`config.mk`:
```
export PLATFORM = sky130hd
export DESIGN_NAME = oram_bucket_selector
export DESIGN_NICKNAME = d
export VERILOG_FILES = /design/src/rtl/oram_bkt_pkg.sv /design/src/rtl/bkt_rand_fold.sv /design/src/rtl/bkt_slot_pick.sv /design/src/rtl/bkt_meta_store.sv /design/src/rtl/oram_bucket_selector.sv
export SDC_FILE = /design/constraint.sdc
export NUM_CORES = 1
export LEC_CHECK = 0
export ABC_AREA = 1
export CAP_MARGIN = 20
export CORE_MARGIN = 2
export CORE_UTILIZATION = 59
export CTS_CLUSTER_SIZE = 28
export DETAILED_ROUTE_END_ITERATION = 10
export GPL_ROUTABILITY_DRIVEN = 0
export PLACE_DENSITY = 0.82
export RECOVER_POWER = 100
export SLEW_MARGIN = 20
export SYNTH_ARGS = -nofsm -noshare
export SYNTH_HDL_FRONTEND = slang
export SYNTH_SLANG_ARGS = --single-unit
```
`constraint.sdc`:
```
create_clock -name clk -period 3.55 [get_ports clk]
set_input_delay 0.71 -clock clk [delete_from_list [all_inputs] [get_ports clk]]
set_output_delay 0.71 -clock clk [all_outputs]
set_load 0.02 [all_outputs]
```
`src/rtl/oram_bkt_pkg.sv`:
```
package oram_bkt_pkg;

   // Index width that stays at least one bit for tiny ranges.
   function automatic int unsigned bkt_idx_w(input int unsigned n);
      return (n < 2) ? 1 : $clog2(n);
   endfunction

   // Power-of-two test used to pick the random fold variant.
   function automatic bit bkt_is_pow2(input int unsigned n);
      return (n != 0) && ((n & (n - 1)) == 0);
   endfunction

endpackage

```
`src/rtl/bkt_rand_fold.sv`:
```
module bkt_rand_fold
   import oram_bkt_pkg::*;
#(
   parameter int RW = 16,
   parameter int N  = 12,
   parameter int IW = 4
) (
   input  logic [RW-1:0] rnd,
   output logic [IW-1:0] start
);

   if (RW < IW) begin : g_bad_rw
      $error("bkt_rand_fold: random word narrower than slot index");
   end

   if (bkt_is_pow2(N)) begin : g_slice
      // Slot count is a power of two: the low bits are already uniform.
      assign start = rnd[IW-1:0];
   end else begin : g_mod
      logic [RW-1:0] rem;
      assign rem   = rnd % RW'(N);
      assign start = rem[IW-1:0];
   end

endmodule

```
`src/rtl/bkt_slot_pick.sv`:
```
module bkt_slot_pick #(
   parameter int N  = 12,
   parameter int IW = 4
) (
   input  logic [N-1:0]  elig,
   input  logic [IW-1:0] start,
   output logic          found,
   output logic [IW-1:0] pick
);

   logic [IW:0] cand;

   // Scan from the farthest offset down to zero, so the last hit kept
   // is the nearest eligible slot at or after the start index.
   always_comb begin
      found = 1'b0;
      pick  = '0;
      cand  = '0;
      for (int k = N - 1; k >= 0; k--) begin
         cand = {1'b0, start} + (IW+1)'(k);
         if (cand >= (IW+1)'(N)) cand = cand - (IW+1)'(N);
         if (elig[cand[IW-1:0]]) begin
            found = 1'b1;
            pick  = cand[IW-1:0];
         end
      end
   end

endmodule

```
`src/rtl/bkt_meta_store.sv`:
```
module bkt_meta_store #(
   parameter int N  = 12,
   parameter int Z  = 8,
   parameter int S  = 12,
   parameter int Y  = 8,
   parameter int IW = 4,
   parameter int CW = 4,
   parameter int GW = 4
) (
   input  logic          clk,
   input  logic          rst_n,
   input  logic          refill,
   input  logic [N-1:0]  refill_real,
   input  logic          take_en,
   input  logic [IW-1:0] take_idx,
   input  logic          take_green,
   output logic [N-1:0]  valid_q,
   output logic [N-1:0]  real_q,
   output logic [CW-1:0] acc_q,
   output logic [GW-1:0] green_q
);

   always_ff @(posedge clk or negedge rst_n) begin
      if (!rst_n) begin
         valid_q <= '1;
         for (int i = 0; i < N; i++) real_q[i] <= (i < Z);
         acc_q   <= '0;
         green_q <= '0;
      end else if (refill) begin
         valid_q <= '1;
         real_q  <= refill_real;
         acc_q   <= '0;
         green_q <= '0;
      end else if (take_en) begin
         valid_q[take_idx] <= 1'b0;
         acc_q             <= acc_q + CW'(1);
         if (take_green) green_q <= green_q + GW'(1);
      end
   end

   // the consumed slot must still be armed.
   a_r3_take_valid: assert property (@(posedge clk) disable iff (!rst_n)
      take_en |-> valid_q[take_idx]);

   // one served request adds exactly one access.
   a_r4_count_step: assert property (@(posedge clk) disable iff (!rst_n)
      (take_en && !refill) |=> (acc_q == $past(acc_q) + CW'(1)));

   // green lending never passes its cap.
   a_r5_green_cap: assert property (@(posedge clk) disable iff (!rst_n)
      green_q <= GW'(Y));

   // the access count never runs past the reshuffle point.
   a_r6_count_cap: assert property (@(posedge clk) disable iff (!rst_n)
      acc_q <= CW'(S));

   // a refill rearms every slot and zeroes both counters.
   a_r7_refill_clear: assert property (@(posedge clk) disable iff (!rst_n)
      refill |=> (acc_q == '0 && green_q == '0 && (&valid_q)));

endmodule

```
`src/rtl/oram_bucket_selector.sv`:
```
module oram_bucket_selector
   import oram_bkt_pkg::*;
#(
   parameter  int Z  = 8,
   parameter  int S  = 12,
   parameter  int Y  = 8,
   parameter  int RW = 16,
   localparam int N  = Z + S - Y,
   localparam int IW = bkt_idx_w(N)
) (
   input  logic          clk,
   input  logic          rst_n,
   input  logic          rd_req,
   input  logic          rd_hit,
   input  logic [IW-1:0] rd_tgt,
   input  logic [RW-1:0] rd_rnd,
   input  logic          refill,
   input  logic [N-1:0]  refill_real,
   output logic          rsp_vld,
   output logic [IW-1:0] rsp_slot,
   output logic          rsp_tgt,
   output logic          rsp_err,
   output logic          need_shuffle
);

   localparam int CW = bkt_idx_w(S + 1);
   localparam int GW = bkt_idx_w(Y + 1);

   if (Z < 1)      begin : g_bad_z  $error("selector: Z must be at least 1"); end
   if (Y > Z)      begin : g_bad_yz $error("selector: Y cannot exceed Z");    end
   if (Y > S)      begin : g_bad_ys $error("selector: Y cannot exceed S");    end
   if (S < 1)      begin : g_bad_s  $error("selector: S must be at least 1"); end
   if (N < 2)      begin : g_bad_n  $error("selector: bucket needs two slots"); end
   if (RW < IW)    begin : g_bad_rw $error("selector: random word too narrow"); end

   logic [N-1:0]  valid_q, real_q, elig;
   logic [CW-1:0] acc_q;
   logic [GW-1:0] green_q;
   logic [IW-1:0] start, pick, take_idx;
   logic          found, green_open, tgt_ok;
   logic          accept, serve_hit, serve_miss, take_en, take_green, err_now;

   bkt_meta_store #(
      .N(N), .Z(Z), .S(S), .Y(Y), .IW(IW), .CW(CW), .GW(GW)
   ) u_store (
      .clk        (clk),
      .rst_n      (rst_n),
      .refill     (refill),
      .refill_real(refill_real),
      .take_en    (take_en),
      .take_idx   (take_idx),
      .take_green (take_green),
      .valid_q    (valid_q),
      .real_q     (real_q),
      .acc_q      (acc_q),
      .green_q    (green_q)
   );

   bkt_rand_fold #(.RW(RW), .N(N), .IW(IW)) u_fold (
      .rnd  (rd_rnd),
      .start(start)
   );

   assign green_open   = (green_q < GW'(Y));
   assign elig         = valid_q & (~real_q | {N{green_open}});
   assign need_shuffle = (acc_q >= CW'(S));

   bkt_slot_pick #(.N(N), .IW(IW)) u_pick (
      .elig (elig),
      .start(start),
      .found(found),
      .pick (pick)
   );

   // Target check without indexing past the slot range.
   always_comb begin
      tgt_ok = 1'b0;
      for (int i = 0; i < N; i++)
         if (rd_tgt == IW'(i)) tgt_ok = valid_q[i] & real_q[i];
   end

   assign accept     = rd_req & ~refill;
   assign serve_hit  = accept & ~need_shuffle &  rd_hit & tgt_ok;
   assign serve_miss = accept & ~need_shuffle & ~rd_hit & found;
   assign take_en    = serve_hit | serve_miss;
   assign take_idx   = rd_hit ? rd_tgt : pick;
   assign take_green = serve_miss & real_q[pick];
   assign err_now    = accept & ~take_en;

   always_ff @(posedge clk or negedge rst_n) begin
      if (!rst_n) begin
         rsp_vld  <= 1'b0;
         rsp_slot <= '0;
         rsp_tgt  <= 1'b0;
         rsp_err  <= 1'b0;
      end else begin
         rsp_vld  <= accept;
         rsp_slot <= take_en ? take_idx : '0;
         rsp_tgt  <= serve_hit;
         rsp_err  <= err_now;
      end
   end

   // a served hit returns the slot that was asked for.
   a_r1_hit_slot: assert property (@(posedge clk) disable iff (!rst_n)
      (rsp_vld && rsp_tgt) |-> (rsp_slot == $past(rd_tgt)));

   // before S reads a miss always finds a slot.
   a_r8_no_early_err: assert property (@(posedge clk) disable iff (!rst_n)
      (rd_req && !refill && !rd_hit && !need_shuffle) |-> found);

   // a request against a full bucket is refused.
   a_r6_refuse_full: assert property (@(posedge clk) disable iff (!rst_n)
      (rd_req && !refill && need_shuffle) |=> (rsp_vld && rsp_err));

   // a request colliding with a refill gets no answer.
   a_r7_drop_on_refill: assert property (@(posedge clk) disable iff (!rst_n)
      refill |=> !rsp_vld);

endmodule

```
==> metrics, run 1 <==
I/O pin total=between 40 and 50; syn_nets=just over 800; post-synthesis compound-gate area fraction=between 10% and 20%; leading area contributor after synthesis=nand2_1; post-synthesis async set-or-reset flop share=100%; largest net degree at the start of global routing=40; initial core utilization=61.2%; Synth Area in Adders=6.62%; xor/xnor share of the synthesized area=under 10%; synth unique cells=46; post-synthesis average cell area=6.22 µm²; largest family of logic cells by synthesized area=simple AND/OR/NAND/NOR gates; CTS Root Cell=clkbuf_8; CTS Hold Buffers Added=0; Post-synth EDFFs=0; Last stage=global routing (5_1_grt); Die Height=93.5 µm; mux cell area share after synthesis=0.212%; synthesized cell area=about 0.0047 mm²; flop and latch count out of synthesis=39; maximum clock path buffer count=2; TritonCTS Buffers=5; H-tree Lvls=2; Syn Inst Count=760; detailed placement HPWL=12,100 µm; IO Port Bufs=44; post-synthesis sequential area ratio=roughly a fifth; First Err=[ERROR GRT-0232] Routing congestion too high. Check the congestion heatmap in the GUI.; Die W=93.5 µm; GRT Resource Usage Total=between 90 and 100%; Yosys warnings=0; TritonCTS Sinks=39; Post-Synth Simple-Gate Area=just under 40%; Area contributors post-synth=nand2_1 (20%), dfstp_2 (11%), dfrtp_1 (10%); Main synth FF type=dfstp_2; status=aborted with a tool error; grt total ovfl=663; share of the synthesized area in the top cell type=19.5%; Rows=32
per-layer routing:
metal,GRT overflow,global-route usage (%)
met5,0,3.85
met4,113,106
met1,3,83.7
met3,6,58.1
met2,541,130
synth_stat cells (2+ instances only):
cell type and n:
o22ai_1 3, nor2_2 3, inv_1 103, or2_1 2, nand2_4 9, o21ai_0 45
or2_2 5, o21ai_4 3, nor3_1 7, o21ai_1 33, o21a_1 6, nand3_2 12
nand4_1 11, buf_2 2, nand3b_1 5, inv_2 17, clkbuf_1 8, a21oi_1 37
nand3_1 51, dfrtp_1 19, o211ai_1 4, xor2_2 6, o211ai_2 4, nand2_2 14
clkinv_1 2, xor2_1 4, nor2_1 30, and3_1 2, ha_1 25, dfstp_2 20
nand2_1 246, o21ai_2 8
through the flow:
stage,instances,util [%],instance area (µm²),setup slack (ns),setup TNS [ns]
CTS,1066,90.7,7010,-3.34,-80.02
global placement,1027,82.5,6380,-3.56,-85.29
detailed placement,1027,82.5,6380,-3.96,-95.88
floorplan,760,-,4870,-2.50,-59.23
cell families after synthesis:
kind of cell	after synthesis
simple gates	399
compound gates	151
buf+inv	134
flops	39
fa+ha+maj	25
xor+xnor	11
mux	1
repair_timing:
item / 4_1_cts
pin swaps: 60
cloned: 1
endpoints found under the setup margin: 25
gates resized for setup: 87
buffers inserted: 30
==> inputs of run 2 (changes only) <==
--- a/config.mk
+++ b/config.mk
@@ -8,11 +8,10 @@
 export ABC_AREA = 1
 export CAP_MARGIN = 20
 export CORE_MARGIN = 2
-export CORE_UTILIZATION = 59
-export CTS_CLUSTER_SIZE = 28
+export CORE_UTILIZATION = 40
 export DETAILED_ROUTE_END_ITERATION = 10
 export GPL_ROUTABILITY_DRIVEN = 0
-export PLACE_DENSITY = 0.82
+export PLACE_DENSITY_LB_ADDON = 0.15
 export RECOVER_POWER = 100
 export SLEW_MARGIN = 20
 export SYNTH_ARGS = -nofsm -noshare
==> run 2 against run 1 <==
The flow now finishes, with violations (max-capacitance violations, max-slew violations, negative setup slack). Area after synthesis is the same. Synthesized cell count unchanged.
==> metrics, run 2 <==
skew final=between 0.005 and 0.006 ns; max_cap viols=1; post-synthesis async set-or-reset flop share=100% (unchanged); post-synthesis compound-gate area fraction=19.1% (unchanged); min-delay worst type=register to register; die area=0.0127 mm²; synthesized cell area=0.00473 mm² (unchanged); detailed placement HPWL=12,000 µm (-1.2%); Post-synth EDFFs=0 (unchanged); Seq pwr share=9.7%; share of the synthesized area in the top cell type=19.5% (unchanged); Leak Pwr=3.99 nW; final WL=16,200 µm; Die W=113 µm (+21%); syn_nets=822 (unchanged); FF-to-FF setup slack=-0.08 ns; Startpoint Class=input port; DRT antenna net count=0; maximum clock path buffer count=2 (unchanged); I/O pin total=45 (unchanged); synth unique cells=46 (unchanged); DR DRC count=0; flop and latch count out of synthesis=39 (unchanged); Synth Area in Adders=6.62% (unchanged); RSZ-0062 raised after global routing=true; Sum Neg Setup Slack=-78.21 ns; Synth-to-Final Area Change=64.1%; Sw Ratio=48.2%; leading cell type in the layout, fill and taps excluded=nand2_1; later-pin clock latency in the skew report=0.29 ns; GRT Resource Usage Total=24.4%; Multi-input gate area=0.00408 mm²; Comb power frac=80.6%; xor/xnor share of the synthesized area=2.99% (unchanged); Largest regs=u_store.real_q (12), u_store.valid_q (12); vias in the first global route=5,689; PD cells=about 680 mW/mm²; WP data required=3.72 ns; Clock Power Share=9.7%; Largest stage delay, worst path=between 0.2 and 0.3 ns; TritonCTS Buffers=5 (unchanged); TritonCTS Sinks=39 (unchanged); Post-Route Utilization=67.6%; CP max-delay cell=a22oi_2; Final Cycle Share=192%; Post-Synth Simple-Gate Area=39.0% (unchanged); initial antenna violation count=0; post-place instance area=0.00643 mm² (+0.80%); leading area contributor after synthesis=nand2_1; crit end category=register; Final Hold Fails=0; setup slack after layout=-3.28 ns; layout cell share with drive strength beyond 1=around 45%; Area contributors post-synth=nand2_1 (20%), dfstp_2 (11%), dfrtp_1 (10%); routed via count=5,798; setup slack at placement=-3.92 ns (+0.0422 ns); core area=0.0115 mm²; Hold WS=roughly 0.46 ns; status=finished with violations; H-tree Lvls=2 (unchanged); Int Pwr=0.00273 W; Slew HR=-33.0%; grt total ovfl=0; average vias per placed instance=~5.2; IO Port Bufs=44 (unchanged); CP Max Fanout=6; commonest cells after routing, fill and taps aside=nand2_1 (188), buf_4 (158), inv_1 (94); Worst Max-Slew Pin Slew=1.99 ns; global-route wire length before repair=25,800 µm; Die Height=113 µm (+21%); Rows=39 (+22%); Reg clk slew, reported paths=0.06 ns; largest family of logic cells by synthesized area=simple AND/OR/NAND/NOR gates; register area=0.00100 mm²; setup violators final=25; Initial DRC Count=209; largest net degree at the start of global routing=40; Top cell by count, worst path=nand2_2; mux cell area share after synthesis=0.212% (unchanged); post-synthesis average cell area=6.22 µm² (unchanged); CTS tree=done; initial core utilization=41.2% (-20 points); WL/cell=between 10 and 15 µm; final instance area=~0.0078 mm²; CTS Hold Buffers Added=0 (unchanged); post-synthesis sequential area ratio=21.2% (unchanged); NetSw=0.00255 W; worst path bufs/invs=9; Worst VDD drop=0.000562 V; Main synth FF type=dfstp_2; Pre-Repair DR Iteration Count=5; top cells by count, synth=nand2_1 (246), inv_1 (103), nand3_1 (51), o21ai_0 (45), a21oi_1 (37); layout net count=1,039; Slew Viols, Final=40; Syn Inst Count=760 (unchanged); fmax=0.147 GHz; CTS Root Cell=clkbuf_16; Tmin final=a little under 7 ns; Fill cells=956; Yosys warnings=0 (unchanged); CP arrival=6.99 ns; top-count cell post-synth=nand2_1; Crit Path Class=input port to register; failing checks=max-capacitance violations, max-slew violations, negative setup slack; crit-path leading delay family=simple AND/OR/NAND/NOR gates; Diodes inserted=0
run 2: worst paths after layout:
check	from	endpoint	cells after the start
max in group asynchronous	rst_n	rsp_slot[2]	1
min reg2reg	u_store.valid_q[3]	u_store.valid_q[3]	2
max reg2reg	u_store.valid_q[8]	u_store.valid_q[10]	31
min	u_store.valid_q[3]	u_store.valid_q[3]	2
min in group asynchronous	rst_n	u_store.acc_q[1]	1
max	rd_rnd[14]	u_store.green_q[3]	61
run 2: worst register-to-register path: cells and delay by family (launching register included):
kind | cells | cell delay, ns
AO/OA/AOI/OAI | 7 | 0.95
buffers and inverters | 3 | 0.30
flip-flops | 1 | 0.57
AND/OR/NAND/NOR | 21 | 1.70
run 2: repair_timing:
action                                  CTS  global route
pin swaps                                37            76
resized for setup                        65           147
gates cloned                              1             0
endpoints found under the hold margin     0             0
buffers inserted                         27            20
endpoints found under the setup margin   25            25
run 2: cell families after synthesis:
kind of cell | count (synthesis)
compound gates | 151
simple gates | 399
mux | 1
xor+xnor | 11
flops | 39
buf+inv | 134
fa+ha+maj | 25
run 2: power groups by stage:
stage                     logic, W  registers [W]  clock network [W]
after global placement     0.00312       0.000516                  0
after CTS                  0.00352       0.000509           0.000513
after floorplan            0.00192       0.000517                  0
after global routing       0.00463       0.000516           0.000535
after detailed placement   0.00318       0.000516                  0
final                      0.00426       0.000513           0.000512
run 2: final cells by class:
class	count	area share [%]
timing repair buffer	221	23.6
clock inverter	3	0.565
multi-input combinational	588	52.6
clock buffer	5	1.61
tap	143	2.31
inverter	122	6.35
sequential	39	12.9
run 2: per-stage QoR:
stage	total power, W	instances
2_1_floorplan	0.00243	760
3_3_place_gp	0.00363	1068
3_5_place_dp	0.00369	1068
4_1_cts	0.00454	1104
5_1_grt	0.00568	1121
6_report	0.00528	1121
run 2: layer usage:
layer | track usage, % | up-vias | wire (µm) | part of all wire, %
met1 | 30.8 | 2719 | 6930 | 43
met2 | 44.5 | 144 | 8280 | 51
li1 | - | 2891 | - | -
met5 | 0 | - | 0 | 0
met4 | 6.91 | 0 | 447 | 2.8
met3 | 2.20 | 44 | 588 | 3.6
No activity file was read; power rests on OpenSTA's default activity.
==> inputs of run 3 (changes only) <==
--- a/config.mk
+++ b/config.mk
@@ -7,8 +7,9 @@
 export LEC_CHECK = 0
 export ABC_AREA = 1
 export CAP_MARGIN = 20
-export CORE_MARGIN = 2
+export CORE_MARGIN = 10
 export CORE_UTILIZATION = 40
+export CTS_CLUSTER_DIAMETER = 150
 export DETAILED_ROUTE_END_ITERATION = 10
 export GPL_ROUTABILITY_DRIVEN = 0
 export PLACE_DENSITY_LB_ADDON = 0.15
==> run 3 against run 2 <==
The run still ends with max-capacitance violations, max-slew violations, negative setup slack left. Worst setup slack improved by 0.095 ns. Hold slack improved by 0.00063 ns. Sequential share of layout area rose by 0.28 points. Highest routed layer unchanged.
==> metrics, run 3 (same netlist as run 2, synthesis figures left out) <==
status=finished with violations; failing checks=max-capacitance violations, max-slew violations, negative setup slack; worst path bufs/invs=6 (-3); CTS tree=done; max_cap viols=1 (unchanged); CTS Root Cell=clkbuf_16; Tmin final=6.73 ns (-0.0953 ns); core area=0.0115 mm² (+0.43%); DP Cell Count=1,064 (-0.37%); end of the critical path=u_store.valid_q[1]; CP arrival=6.93 ns (-0.06 ns); RSZ-0062 raised after global routing=true; global-route wire length before repair=25,400 µm (-1.6%); final instance area=0.00759 mm² (-2.1%); Fill cells=990 (+3.6%); PD cells=658 mW/mm² (-3.3%); FF-to-FF setup slack=-0.03 ns (+0.05 ns); skew final=0.00596 ns (+0.000237 ns); leading cell type in the layout, fill and taps excluded=nand2_1; setup slack after layout=-3.18 ns (+0.0953 ns); Synth-to-Final Area Change=60.6%; crit end category=register; Post-Route Utilization=65.9% (-1.7 points); I/O pin total=45 (unchanged); Final Cycle Share=190% (-2.7 points); Leak Pwr=3.90 nW (-2.3%); crit-path leading delay family=simple AND/OR/NAND/NOR gates; TritonCTS Sinks=39 (unchanged); GRT Resource Usage Total=18.3% (-6.2 points); Pre-Repair DR Iteration Count=5 (unchanged); setup violators final=25 (unchanged); DRT antenna net count=0 (unchanged); final WL=15,700 µm (-3.3%); commonest cells after routing, fill and taps aside=nand2_1 (195), buf_4 (159), inv_1 (91); Die Height=129 µm (+14%); Slew HR=-31.8% (+1.2 points); Diodes inserted=0 (unchanged); Largest stage delay, worst path=0.19 ns (-0.06 ns); DR DRC count=0 (unchanged); average vias per placed instance=5.07 (-2.0%); die area=0.0166 mm² (+30%); Final Hold Fails=0 (unchanged); initial antenna violation count=0 (unchanged); TritonCTS Buffers=5 (unchanged); Worst Hold Path Cells=2 (unchanged); largest net degree at the start of global routing=40 (unchanged); Power Total=0.00500 W (-5.4%); fmax=0.149 GHz (+1.4%); Critical Path Stages=65 (+6.6%); FF-to-FF End=u_store.green_q[0]; post-place instance area=0.00641 mm² (-0.27%); WL/cell=14.1 µm (-2.6%); detailed placement HPWL=12,000 µm (about the same); grt total ovfl=0 (unchanged); reg2reg path depth=28 (-9.7%); routed via count=5,649 (-2.6%); Rows=39 (unchanged); IO Port Bufs=44 (unchanged); Hold WS=0.460 ns (+0.000634 ns); Largest regs=u_store.real_q (12), u_store.valid_q (12); Initial DRC Count=323 (+55%); layout cell share with drive strength beyond 1=43.6% (-1.0 points); Top cell by count, worst path=nand2_1; worst setup path startpoint=rd_rnd[13]; initial core utilization=41.1% (-0.17 points); min-delay worst type=register to register; H-tree Lvls=2 (unchanged); vias in the first global route=5,520 (-3.0%); Crit Path Class=input port to register; layout net count=1,032 (-0.67%); maximum clock path buffer count=2 (unchanged); Non-Filler Instances=1,114 (-0.62%); CP max-delay cell=a21oi_4; Reg clk slew, reported paths=0.06 ns (about the same); WP data required=3.75 ns (+0.03 ns); Slew Viols, Final=40 (unchanged); CP Max Fanout=7 (+1); Worst VDD drop=0.000359 V (-36%); Worst Max-Slew Pin Slew=1.98 ns (-0.0175 ns); Die W=129 µm (+14%); Startpoint Class=input port; later-pin clock latency in the skew report=0.28 ns (about the same); reg2reg start=u_store.real_q[7]
-- run 3: cell types whose count changed in the layout (fill, tap and decap cells not counted), sizes merged --
cell / change
bufinv: -1
clkbuf: +1
clkinvlp: +1
clkinv: -1
dlymetal6s2s: +1
buf: -7
clkdlybuf4s50: -1
-- run 3: worst min-delay path by stage --
| stage | from | endpoint | slack, ns |
|---|---|---|---|
| global route | u_store.valid_q[2] | u_store.valid_q[2] | 0.47 |
| global placement | u_store.valid_q[0] | u_store.valid_q[0] | 0.46 |
| floorplan | rst_n | rsp_err | 0.41 |
| detailed placement | u_store.valid_q[2] | u_store.valid_q[2] | 0.45 |
| finish | u_store.valid_q[4] | u_store.valid_q[4] | 0.46 |
| CTS | u_store.valid_q[2] | u_store.valid_q[2] | 0.46 |
-- run 3: cell type report --
class                           instances  area [µm²]  area share [%]
Timing Repair Buffer                  214        1770            23.3
Tap cell                              143         179            2.36
Clock inverter                          2        12.5           0.165
Multi-Input combinational cell        588        4010            52.8
Inverter                              122         498            6.56
Clock buffer                            6         129            1.70
Sequential cell                        39        1000            13.2
-- run 3: worst reg2reg max path: cells and delay by family, from the launching register on --
family                 cells  cell delay [ns]
AOI/OAI and AO/OA          7             1.07
buffers and inverters      3             0.27
DFF                        1             0.54
and+or+nand+nor           18             1.58
-- run 3: per-stage QoR --
| step | setup WS, ns | setup TNS (ns) |
|---|---|---|
| 4_1_cts | -3.11 | -75.01 |
| 3_5_place_dp | -3.85 | -92.08 |
| 5_1_grt | -3.75 | -89.48 |
| 3_3_place_gp | -3.69 | -87.81 |
| 2_1_floorplan | -2.50 | -59.23 |
| 6_report | -3.18 | -76.75 |
-- run 3: power by group --
group          total (W)  internal (W)  switching [W]
Sequential      0.000511      0.000487      0.0000238
Combinational    0.00406       0.00183        0.00222
Clock           0.000428      0.000259       0.000169
-- run 3: layer usage --
metal	part of all wire (%)	global-route usage (%)	up-vias
met5	0	0	-
met4	1.8	4.15	0
met3	5.0	2.87	29
met2	49	31.8	139
met1	44	23.2	2608
li1	-	-	2873
-- run 3: repair_timing --
item	in CTS	in global routing
pin swaps	61	86
cloned	1	0
setup buffers	30	12
endpoints found under the hold margin	0	0
resized for setup	70	122
setup endpoints to repair	25	25
hold buffers	0	0
==> inputs of run 4 (changes only) <==
--- a/config.mk
+++ b/config.mk
@@ -12,6 +12,7 @@
 export CTS_CLUSTER_DIAMETER = 150
 export DETAILED_ROUTE_END_ITERATION = 10
 export GPL_ROUTABILITY_DRIVEN = 0
+export MAX_ROUTING_LAYER = met4
 export PLACE_DENSITY_LB_ADDON = 0.15
 export RECOVER_POWER = 100
 export SLEW_MARGIN = 20
==> run 4 against run 3 <==
The flow still finishes with violations (max-capacitance violations, max-slew violations, negative setup slack). Final cell count stayed put. Via count is 0.27% lower. Core utilization stayed put. Critical path type unchanged. Die area stayed put. Sequential cell count stayed put. Critical endpoint unchanged. Hold slack hardly changed.
==> metrics, run 4 (same netlist as run 2, synthesis figures left out) <==
status=finished with violations; failing checks=max-capacitance violations, max-slew violations, negative setup slack; worst path bufs/invs=6 (unchanged); CP max-delay cell=a21oi_4; later-pin clock latency in the skew report=0.28 ns (about the same); min-delay worst type=register to register; max_cap viols=1 (unchanged); post-place instance area=0.00641 mm² (unchanged); Largest stage delay, worst path=0.19 ns (about the same); Rows=39 (unchanged); final instance area=0.00759 mm² (unchanged); GRT Resource Usage Total=18.8% (+0.53 points); Fill cells=990 (unchanged); Post-Route Utilization=65.9% (unchanged); register area=0.00100 mm² (unchanged); Synth-to-Final Area Change=60.6% (unchanged); I/O pin total=45 (unchanged); global-route wire length before repair=25,400 µm (-0.11%); crit end category=register; routed via count=5,634 (-0.27%); Final Cycle Share=190% (about the same); TritonCTS Buffers=5 (unchanged); Largest regs=u_store.real_q (12), u_store.valid_q (12); DR DRC count=0 (unchanged); core area=0.0115 mm² (unchanged); RSZ-0062 raised after global routing=true; initial antenna violation count=0 (unchanged); vias in the first global route=5,524 (+0.072%); DRT antenna net count=0 (unchanged); leading cell type in the layout, fill and taps excluded=nand2_1; Worst Hold Path Cells=2 (unchanged); Tmin final=6.73 ns (-0.00255 ns); Pre-Repair DR Iteration Count=5 (unchanged); Slew Viols, Final=40 (unchanged); TritonCTS Sinks=39 (unchanged); fmax=0.149 GHz (about the same); Top cell by count, worst path=nand2_1; Diodes inserted=0 (unchanged); Startpoint Class=input port; die area=0.0166 mm² (unchanged); IO Port Bufs=44 (unchanged); final WL=15,700 µm (about the same); layout net count=1,032 (unchanged); WP data required=3.75 ns (about the same); setup slack after layout=-3.18 ns (+0.00255 ns); skew final=0.00638 ns (+0.000422 ns); CTS Root Cell=clkbuf_16; Die W=129 µm (unchanged); CP arrival=6.92 ns (about the same); setup violators final=25 (unchanged); average vias per placed instance=5.06 (-0.27%); PD cells=658 mW/mm² (about the same); CP Max Fanout=7 (unchanged); largest net degree at the start of global routing=40 (unchanged); Reg clk slew, reported paths=0.06 ns (about the same); crit-path leading delay family=simple AND/OR/NAND/NOR gates; Die Height=129 µm (unchanged); Worst VDD drop=0.000359 V (about the same); CTS tree=done; commonest cells after routing, fill and taps aside=nand2_1 (195), buf_4 (159), inv_1 (91); WL/cell=14.1 µm (about the same); Sum Neg Setup Slack=-76.65 ns (+0.0959 ns); setup slack at placement=-3.85 ns (unchanged); Final Hold Fails=0 (unchanged); worst setup path startpoint=rd_rnd[13]; Multi-input gate area=0.00401 mm² (unchanged); Critical Path Stages=65 (unchanged); Hold Crit Start=u_store.valid_q[2]; initial core utilization=41.1% (unchanged); reg2reg start=u_store.real_q[7]; Worst Max-Slew Pin Slew=2.01 ns (+0.0283 ns); detailed placement HPWL=12,000 µm (unchanged); Slew HR=-33.7% (-1.9 points); Initial DRC Count=340 (+5.3%); reg2reg path depth=28 (unchanged); maximum clock path buffer count=2 (unchanged); Leak Pwr=3.90 nW (unchanged); Crit Path Class=input port to register; layout cell share with drive strength beyond 1=43.6% (unchanged); grt total ovfl=0 (unchanged); H-tree Lvls=2 (unchanged)
[run 4: cell counts in the layout (fill, tap and decap cells not counted)]
Identical to the previous run, type by type.
[run 4: where the power goes]
group	switching [W]	leakage (nW)	total (W)	internal (W)
logic	0.00222	3.37	0.00405	0.00183
registers	0.0000238	0.463	0.000511	0.000487
clock network	0.000171	0.0669	0.000430	0.000259
[run 4: path summary, 6_finish.rpt]
kind | slack (ns) | end
setup / recovery | -3.18 | u_store.valid_q[1]
hold / removal | 0.46 | u_store.valid_q[2]
setup reg to reg | -0.04 | u_store.green_q[0]
hold reg to reg | 0.46 | u_store.valid_q[2]
max in group asynchronous | 1.41 | u_store.green_q[2]
min in group asynchronous | 0.99 | u_store.acc_q[1]
[run 4: final cells by class]
cell class / instances / share of cell area (%)
tap: 143 / 2.36
multi-input combinational: 588 / 52.8
timing repair buffer: 214 / 23.3
inverter: 122 / 6.56
clock buffer: 6 / 1.70
clock inverter: 2 / 0.165
sequential: 39 / 13.2
[run 4: stage by stage]
stage / hold slack [ns] / instances / power [W]
after CTS: 0.463 / 1103 / 0.00450
after global placement: 0.456 / 1064 / 0.00362
final: 0.460 / 1114 / 0.00499
after global routing: 0.469 / 1114 / 0.00541
after floorplan: 0.414 / 760 / 0.00243
after detailed placement: 0.454 / 1064 / 0.00366
[run 4: worst min-delay path: cells and delay by family, from the launching register on]
kind	cells	cell delay (ns)
DFF	1	0.37
and+or+nand+nor	2	0.09
[run 4: layer usage]
metal / wire length, µm / GRT usage [%] / vias up
met5: 0 / - / -
li1: - / - / 2878
met1: 7050 / 23.3 / 2612
met2: 7780 / 31.8 / 122
met3: 650 / 2.67 / 22
met4: 247 / 4.15 / 0
[run 4: timing repair]
action / 4_1_cts / 5_1_grt
setup endpoints to repair: 25 / 25
buffers inserted: 30 / 12
pin swaps: 61 / 86
hold buffers: 0 / 0
gates cloned: 1 / 0
resized for setup: 70 / 122
